`src/rtl/uart_irq_pkg.sv`:
```
package uart_irq_pkg;

  localparam int STAT_W = 8;

  localparam int BIT_FRAME = 7;
  localparam int BIT_RXTO  = 6;
  localparam int BIT_TX    = 5;
  localparam int BIT_RX    = 4;
  localparam int BIT_CTS   = 1;

  localparam logic [STAT_W-1:0] VALID_BITS = 8'b1111_0010;

  typedef enum logic [2:0] {
    TRIG_EIGHTH   = 3'd0,
    TRIG_QUARTER  = 3'd1,
    TRIG_HALF     = 3'd2,
    TRIG_3QUARTER = 3'd3,
    TRIG_7EIGHTHS = 3'd4
  } trig_sel_e;

  // Threshold in entries for a fraction code; codes above 4 saturate to 7/8.
  function automatic int trig_level(input logic [2:0] sel, input int depth);
    case (sel)
      TRIG_EIGHTH:   trig_level = depth / 8;
      TRIG_QUARTER:  trig_level = depth / 4;
      TRIG_HALF:     trig_level = depth / 2;
      TRIG_3QUARTER: trig_level = (depth * 3) / 4;
      default:       trig_level = (depth * 7) / 8;
    endcase
  endfunction

endpackage

```
`src/rtl/uart_irq_thresh.sv`:
```
module uart_irq_thresh #(
  parameter int DEPTH  = 16,
  parameter int LVL_W  = $clog2(DEPTH) + 1,
  parameter bit RISING = 1'b1
) (
  input  logic             clk,
  input  logic             rst_n,
  input  logic [LVL_W-1:0] level,
  input  logic [2:0]       trig_sel,
  input  logic             fifo_en,
  output logic             enter,
  output logic             leave
);
  import uart_irq_pkg::*;

  // Threshold used while the FIFO is off: one-entry buffer.
  localparam int NOFIFO_THR = RISING ? 1 : 0;

  logic [LVL_W-1:0] prev_q;
  logic [LVL_W-1:0] prev_d;
  logic [LVL_W-1:0] thr;
  logic             cur_in;
  logic             prev_in;

  always_comb begin
    if (fifo_en) begin
      thr = LVL_W'(trig_level(trig_sel, DEPTH));
    end else begin
      thr = LVL_W'(NOFIFO_THR);
    end
  end

  generate
    if (RISING) begin : g_fill
      always_comb begin
        cur_in  = (level  >= thr);
        prev_in = (prev_q >= thr);
      end
    end else begin : g_drain
      always_comb begin
        cur_in  = (level  <= thr);
        prev_in = (prev_q <= thr);
      end
    end
  endgenerate

  always_comb begin
    prev_d = level;
    enter  = cur_in & ~prev_in;
    leave  = ~cur_in & prev_in;
  end

  always_ff @(posedge clk or negedge rst_n) begin
    if (!rst_n) begin
      prev_q <= '0;
    end else begin
      prev_q <= prev_d;
    end
  end

endmodule

```
`src/rtl/uart_irq_flag.sv`:
```
module uart_irq_flag (
  input  logic clk,
  input  logic rst_n,
  input  logic set,
  input  logic clr,
  output logic q
);
  logic q_d;
  logic q_en;

  always_comb begin
    q_en = set | clr;
    q_d  = set;
  end

  always_ff @(posedge clk or negedge rst_n) begin
    if (!rst_n) begin
      q <= 1'b0;
    end else if (q_en) begin
      q <= q_d;
    end
  end

endmodule

```
`src/rtl/uart_irq_status.sv`:
```
module uart_irq_status #(
  parameter int DEPTH = 16,
  parameter int LVL_W = $clog2(DEPTH) + 1
) (
  input  logic             clk,
  input  logic             rst_n,
  input  logic             evt_frame_err,
  input  logic             evt_rx_timeout,
  input  logic             evt_cts_change,
  input  logic             evt_ser_idle,
  input  logic [LVL_W-1:0] rx_level,
  input  logic [LVL_W-1:0] tx_level,
  input  logic [2:0]       rx_trig_sel,
  input  logic [2:0]       tx_trig_sel,
  input  logic             fifo_en,
  input  logic             eot_mode,
  input  logic             rx_byte_read,
  input  logic             tx_byte_write,
  input  logic             clr_we,
  input  logic [7:0]       clr_data,
  input  logic             mask_we,
  input  logic [7:0]       mask_data,
  output logic [7:0]       raw_status,
  output logic             irq
);
  import uart_irq_pkg::*;

  logic              rx_enter, rx_leave;
  logic              tx_enter, tx_leave;
  logic [STAT_W-1:0] set_v;
  logic [STAT_W-1:0] clr_v;
  logic [STAT_W-1:0] mask_q;
  logic [STAT_W-1:0] mask_d;

  uart_irq_thresh #(.DEPTH(DEPTH), .LVL_W(LVL_W), .RISING(1'b1)) u_rx_thr (
    .clk      (clk),
    .rst_n    (rst_n),
    .level    (rx_level),
    .trig_sel (rx_trig_sel),
    .fifo_en  (fifo_en),
    .enter    (rx_enter),
    .leave    (rx_leave)
  );

  uart_irq_thresh #(.DEPTH(DEPTH), .LVL_W(LVL_W), .RISING(1'b0)) u_tx_thr (
    .clk      (clk),
    .rst_n    (rst_n),
    .level    (tx_level),
    .trig_sel (tx_trig_sel),
    .fifo_en  (fifo_en),
    .enter    (tx_enter),
    .leave    (tx_leave)
  );

  // Set and clear sources per bit.
  always_comb begin
    set_v = '0;
    set_v[BIT_FRAME] = evt_frame_err;
    set_v[BIT_RXTO]  = evt_rx_timeout;
    set_v[BIT_CTS]   = evt_cts_change;
    set_v[BIT_RX]    = rx_enter;
    set_v[BIT_TX]    = eot_mode ? evt_ser_idle : tx_enter;

    clr_v = clr_we ? clr_data : '0;
    clr_v[BIT_RX] = clr_v[BIT_RX] | (fifo_en ? rx_leave : rx_byte_read);
    clr_v[BIT_TX] = clr_v[BIT_TX] | (fifo_en ? tx_leave : tx_byte_write);
  end

  generate
    for (genvar b = 0; b < STAT_W; b++) begin : g_bit
      if (VALID_BITS[b]) begin : g_flag
        uart_irq_flag u_flag (
          .clk   (clk),
          .rst_n (rst_n),
          .set   (set_v[b]),
          .clr   (clr_v[b]),
          .q     (raw_status[b])
        );
      end else begin : g_rsvd
        logic rsvd_unused;
        assign rsvd_unused   = set_v[b] ^ clr_v[b];
        assign raw_status[b] = 1'b0;
      end
    end
  endgenerate

  always_comb begin
    mask_d = mask_data & VALID_BITS;
  end

  always_ff @(posedge clk or negedge rst_n) begin
    if (!rst_n) begin
      mask_q <= '0;
    end else if (mask_we) begin
      mask_q <= mask_d;
    end
  end

  always_comb begin
    irq = |(raw_status & mask_q);
  end

endmodule

```
`config.mk`:
```
export PLATFORM = sky130hd
export DESIGN_NAME = uart_irq_status
export DESIGN_NICKNAME = d
export VERILOG_FILES = /design/src/rtl/uart_irq_pkg.sv /design/src/rtl/uart_irq_thresh.sv /design/src/rtl/uart_irq_flag.sv /design/src/rtl/uart_irq_status.sv
export SDC_FILE = /design/constraint.sdc
export NUM_CORES = 1
export LEC_CHECK = 0
export CAP_MARGIN = 20
export CORE_UTILIZATION = 35
export CTS_BUF_LIST = sky130_fd_sc_hd__clkbuf_2
export CTS_CLUSTER_SIZE = 24
export DETAILED_ROUTE_END_ITERATION = 16
export PLACE_DENSITY = 0.7
export SETUP_SLACK_MARGIN = 0.05
export SLEW_MARGIN = 20
export SYNTH_ARGS = -nofsm -noshare
export SYNTH_HDL_FRONTEND = slang
export SYNTH_SLANG_ARGS = --single-unit
```
`constraint.sdc`:
```
create_clock -name clk -period 2.9 [get_ports clk]
set_input_delay 0.435 -clock clk [delete_from_list [all_inputs] [get_ports clk]]
set_output_delay 0.435 -clock clk [all_outputs]
set_load 0.1 [all_outputs]
```
==> results of run 1 <==
[placed cells by master, fill, tap and decap left out]
| master | netlist | final |
|---|---|---|
| nand2b_1 | 1 | 1 |
| conb_1 | 1 | 3 |
| a31oi_1 | 1 | 1 |
| a222oi_1 | 1 | 1 |
| nor2b_1 | 2 | 2 |
| inv_1 | 8 | 8 |
| or2_1 | 1 | 1 |
| a21oi_1 | 5 | 5 |
| dfrtp_1 | 20 | 20 |
| mux2_2 | 5 | 5 |
| nand2_1 | 6 | 6 |
| a21o_1 | 3 | 3 |
| a221o_1 | 2 | 2 |
| a22oi_1 | 1 | 1 |
| clkbuf_2 | 0 | 3 |
| a211oi_2 | 1 | 1 |
| nor2_1 | 5 | 5 |
| clkdlybuf4s50_1 | 0 | 37 |
| bufinv_16 | 0 | 1 |
| nand4b_1 | 2 | 2 |
| nor3_1 | 1 | 1 |
| o21ai_0 | 10 | 10 |
| ha_1 | 14 | 14 |
| a211o_2 | 1 | 1 |
| buf_4 | 8 | 6 |
| a31o_1 | 1 | 1 |
| nor4_1 | 3 | 3 |
[power groups by stage]
stage	registers, W	logic (W)	clock network, W
after floorplan	0.000316	0.000176	0
final	0.000314	0.000253	0.000212
after detailed placement	0.000320	0.000253	0
after global routing	0.000318	0.000272	0.000223
after CTS	0.000314	0.000255	0.000211
after global placement	0.000319	0.000248	0
[cells by family after synthesis]
| logic type | count (synthesis) |
|---|---|
| DFF | 20 |
| muxes | 5 |
| other | 1 |
| AOI/OAI and AO/OA | 26 |
| buffers and inverters | 16 |
| adders and majority gates | 14 |
| and+or+nand+nor | 21 |
[metal layers]
| metal | global-route usage (%) | wire length, um | vias up |
|---|---|---|---|
| li1 | - | - | 439 |
| met1 | 17.6 | 1020 | 427 |
| met2 | 25.9 | 1100 | 38 |
| met3 | 1.56 | 156 | 5 |
| met4 | 8.16 | 49 | 0 |
| met5 | 0 | 0 | - |
[sequential cells by signal, summed over array words and instances, names as in the netlist]
signal / flops
g_bit.g_flag.u_flag.q: 5
mask_q: 5
u_rx_thr.prev_q: 5
u_tx_thr.prev_q: 5
[worst max-delay path by stage]
stage | start | to | slack [ns] | depth (start not counted)
finish | fifo_en | g_bit[5].g_flag.u_flag.q$_DFFE_PN0P_ | 0.73 | 8
global route | fifo_en | g_bit[5].g_flag.u_flag.q$_DFFE_PN0P_ | 0.58 | 8
CTS | fifo_en | g_bit[5].g_flag.u_flag.q$_DFFE_PN0P_ | 0.70 | 8
detailed placement | fifo_en | g_bit[5].g_flag.u_flag.q$_DFFE_PN0P_ | 0.36 | 8
global placement | fifo_en | g_bit[5].g_flag.u_flag.q$_DFFE_PN0P_ | 0.38 | 8
floorplan | tx_trig_sel[1] | g_bit[5].g_flag.u_flag.q$_DFFE_PN0P_ | 1.14 | 7
[final cells by class]
cell class | instances | area [um^2]
timing repair buffer | 43 | 415
clock buffer | 3 | 15.0
fill | 290 | 1460
sequential | 20 | 500
tap | 44 | 55.1
clock inverter | 1 | 30.0
multi-input combinational | 69 | 523
inverter | 8 | 30.0
[synth_stat cells]
master and count:
a21oi_1 5, inv_1 8, buf_4 8, a211oi_2 1
nor4_1 3, or2_1 1, ha_1 14, a21o_1 3
o21ai_0 10, a22oi_1 1, a222oi_1 1, dfrtp_1 20
a31o_1 1, conb_1 1, mux2_2 5, a221o_1 2
nand2b_1 1, nand2_1 6, nor3_1 1, nor2_1 5
a31oi_1 1, nand4b_1 2, nor2b_1 2, a211o_2 1
[metrics by stage]
stage,instance area [um^2],hold WS [ns],utilization [%]
after floorplan,1110,0.139,-
after global placement,1520,0.493,50.3
after detailed placement,1520,0.505,50.3
after CTS,1570,0.539,51.8
after global routing,1570,0.521,51.8
final,1570,0.531,51.8
[worst reg2reg max path, stage by stage, from the launching register on]
cell and delay, ns:
dfrtp_1 0.41, ha_1 0.32, a21oi_1 0.14, o21ai_0 0.10
a21oi_1 0.19, o21ai_0 0.10, a221o_1 0.29
==> metrics.cfg, run 1 <==
[routing]
drt_first_iter_violations=45
dr.pass1.iters=4
drcViolationCount=0
wirelength_um=2320
wire_per_inst_um=12.3
num_vias=909
vias_per_cell=4.84
detail-route-antenna-nets=0

[cells_and_area]
final_cells=188
diodes=0
final_nets=203
area_growth_syn_to_layout_pct=41.9
layout-drive-gt1-share_pct=11.8

[flow_run]
cap_violations=0

[die]
rows=20
boundaryPins=53
initial_core_util_pct=36.5
core_area_um2=3030
die_area_um2=3390
die_x_um=58.2
die_h_um=58.2

[min_path]
hold_start=tx_level[0]
hold_depth=1
hold_path.class=primary input to register
whs_endpoint=u_tx_thr.prev_q[0]$_DFF_PN0_

[worst_setup_path]
worst_path_largest_cell_delay_ns=0.63
crit_path_top_delay_cell=clkdlybuf4s50_1
reg2reg_slack_ns=1.29
path_class=primary input to register
r2r-end=g_bit[5].g_flag.u_flag.q$_DFFE_PN0P_
reg2reg_depth=6
path_buf_inv=1
critPathArrivalTime_ns=2.42
worstReg2RegStart=u_tx_thr.prev_q[3]$_DFF_PN0_
crit_path_start_kind=primary input
path_cells=clkdlybuf4s50_1 -> o21ai_0 -> ha_1 -> a21oi_1 -> o21ai_0 -> a21oi_1 -> o21ai_0 -> a221o_1
path_max_fanout=9
worstSetupEndpointType=register
critPathTopFamily=compound AO/OA/AOI/OAI gates
required_ns=3.15
crit_top_cell=o21ai_0

[yosys]
synth_top_area_cell=dfrtp_1
synth_mux_area_share_pct=5.09
avgSynthCellArea_um2=10.7
synth_xor_xnor_area_share_pct=0
synth_area_um2=1110
synthCells=103
synth-seq-cells=20
ys_warn_count=0
yosysSeqAreaShare_pct=45.2
synth_top_area_share_pct=45.2
synth_area_leaders=dfrtp_1, ha_1, buf_4
synth_top_family_by_area=adder cells
synthSimpleGateAreaFrac_pct=9.73
yosysUniqueCellTypes=24
yosys.area_share.adder_pct=15.8
synth_compound_area_share_pct=15.6

[power]
switching_share_pct=33.3
pwr-share-seq_pct=40.4
peakVddDrop_uv=158
p_int_w=0.000519
clockPowerShare_pct=27.2
power.leakage_nw=0.693
total_power_w=0.000778
p_comb_share_pct=32.5
switchingPower_w=0.000259
power_density_nw_per_um2=496

[clock_network]
h-tree-depth=1
path_clk_slew_ns=0.20
clk_path_buf_depth=2
numCtsBuffers=3
cts.sinks=20
cts-root-buf=clkbuf_2
cts-resized-gates=0
hold_buffers=0
post_cts_buffers=0
cts_tree=done
clk_latency_ns=0.33

[global_route]
overflow=0
antenna_found_initial=0
grt_pass1_wl_um=3750
grt_pass1_vias=870
gr-usage-all-layers_pct=14.8
grt_max_degree=21

[place]
placed_cells=184
dp_hpwl_um=1900
place.gp.congestion=0.807
place.port_buffers=43
pre_cts_ws_ns=0.362

[sta]
rsz0062_at_grt=false
skew_ns=0.000999
slew_violations=0
setup_slack_ns=0.727
finalCriticalPeriod_ns=2.17
hold_viol=0
setup_total_negative_slack_ns=0
fin_crit_sh_pct=74.9
relSlewSlack_pct=42.5
worst_pin_slew_ns=0.860
setup_violations=0
fmax_mhz=460

[run_status]
status=completed

Power figures use the tool's default switching activity.
==> run 2: changes to the inputs <==
clock period = 2.3 ns   (was 2.9 ns; I/O delays follow)
==> metrics.cfg, run 2 (same netlist as run 1, synthesis figures left out) <==
[die]
die_area_um2=3390
rows=20
die_h_um=58.2
initial_core_util_pct=36.5
die_x_um=58.2
boundaryPins=53
core_area_um2=3030

[worst_setup_path]
worst_path_largest_cell_delay_ns=0.61
path_max_fanout=8
crit_path_start_kind=primary input
critPathTopFamily=compound AO/OA/AOI/OAI gates
crit_path_top_delay_cell=clkdlybuf4s50_1
path_cells=clkdlybuf4s50_1 -> o21ai_0 -> ha_1 -> or2_1 -> a211oi_2 -> a21oi_1 -> a31oi_1 -> a31o_1
worstSetupEndpointType=register
path_class=primary input to register
required_ns=2.56
path_buf_inv=1
critPathArrivalTime_ns=2.30

[routing]
drt_first_iter_violations=33
wire_per_inst_um=11.7
detail-route-antenna-nets=0
vias_per_cell=4.80
drcViolationCount=0
num_vias=916
dr.pass1.iters=4
wirelength_um=2230

[global_route]
gr-usage-all-layers_pct=14.4
grt_pass1_vias=894
grt_max_degree=21
antenna_found_initial=0
grt_pass1_wl_um=3640
overflow=0

[cells_and_area]
final_nets=207
layout_commonest_cell=clkdlybuf4s50_1
area_growth_syn_to_layout_pct=41.9
postLayoutCoreUtil_pct=51.8
diodes=0
final_cell_mix=clkdlybuf4s50_1, dfrtp_1, ha_1
layout-drive-gt1-share_pct=13.6

[place]
place.port_buffers=43
pre_cts_ws_ns=-0.101
dp_hpwl_um=1870
place.gp.congestion=0.786

[sta]
setup_slack_ns=0.252
hold_slack_ns=0.356
slew_violations=0
setup_violations=0
hold_viol=0
skew_ns=0.000203
fin_crit_sh_pct=89.1
rsz0062_at_grt=false
fmax_mhz=488
finalCriticalPeriod_ns=2.05

[min_path]
hold_path.class=primary input to asynchronous set/reset pin

[clock_network]
cts-root-buf=clkbuf_2
cts.sinks=20
path_clk_slew_ns=0.16
hold_buffers=0
h-tree-depth=1
clk_path_buf_depth=2
clk_latency_ns=0.30
cts_tree=done
numCtsBuffers=3

[power]
power.leakage_nw=0.698
total_power_w=0.000851
power_density_nw_per_um2=543
peakVddDrop_uv=160

[run_status]
status=completed

[flow_run]
cap_violations=0

run 2: cell count changes in the layout (fill, tap and decap cells not counted):
| cell | before | now |
|---|---|---|
| buf_4 | 6 | 10 |
| bufinv_16 | 1 | 0 |
| o21ai_0 | 10 | 9 |
| o21ai_1 | 0 | 1 |
run 2: final timing paths:
check | cells past startpoint | to | start | slack [ns]
max in group asynchronous | 2 | u_tx_thr.prev_q[0]$_DFF_PN0_ | rst_n | 1.75
max | 8 | g_bit[4].g_flag.u_flag.q$_DFFE_PN0P_ | fifo_en | 0.25
min in group clk | 1 | u_tx_thr.prev_q[1]$_DFF_PN0_ | tx_level[1] | 0.50
min reg2reg | 1 | mask_q[5]$_DFFE_PN0P_ | mask_q[5]$_DFFE_PN0P_ | 0.54
max reg2reg | 6 | g_bit[5].g_flag.u_flag.q$_DFFE_PN0P_ | u_tx_thr.prev_q[3]$_DFF_PN0_ | 0.69
min | 2 | mask_q[4]$_DFFE_PN0P_ | rst_n | 0.36
run 2: area by class of cell:
class,count,area [um^2]
Fill cell,293,1460
Inverter,8,30.0
Tap cell,44,55.1
Sequential cell,20,500
Timing Repair Buffer,47,445
Clock buffer,3,15.0
Multi-Input combinational cell,69,523
run 2: metal layers:
layer / part of all wire (%) / global-route usage [%]
met1: 43 / 14.7
met2: 48 / 27.1
met3: 6.6 / 2.46
met4: 2.3 / 8.84
met5: 0 / 0
run 2: repair_timing:
item,CTS,global route
resized for setup,0,1
setup endpoints to repair,0,1
buffers inserted,0,0
run 2: report_power, final:
group          total [W]  switching [W]  internal, W
registers       0.000396      0.0000164     0.000380
clock network   0.000132      0.0000963    0.0000356
logic           0.000324       0.000194     0.000129
total           0.000851       0.000307     0.000544
run 2: per-stage QoR:
step | instances | area [um^2] | TNS (ns)
5_1_grt | 191 | 1570 | 0
2_1_floorplan | 105 | 1110 | 0
4_1_cts | 191 | 1570 | 0
6_report | 191 | 1570 | 0
3_3_place_gp | 188 | 1550 | -0.0865
3_5_place_dp | 188 | 1550 | -0.179
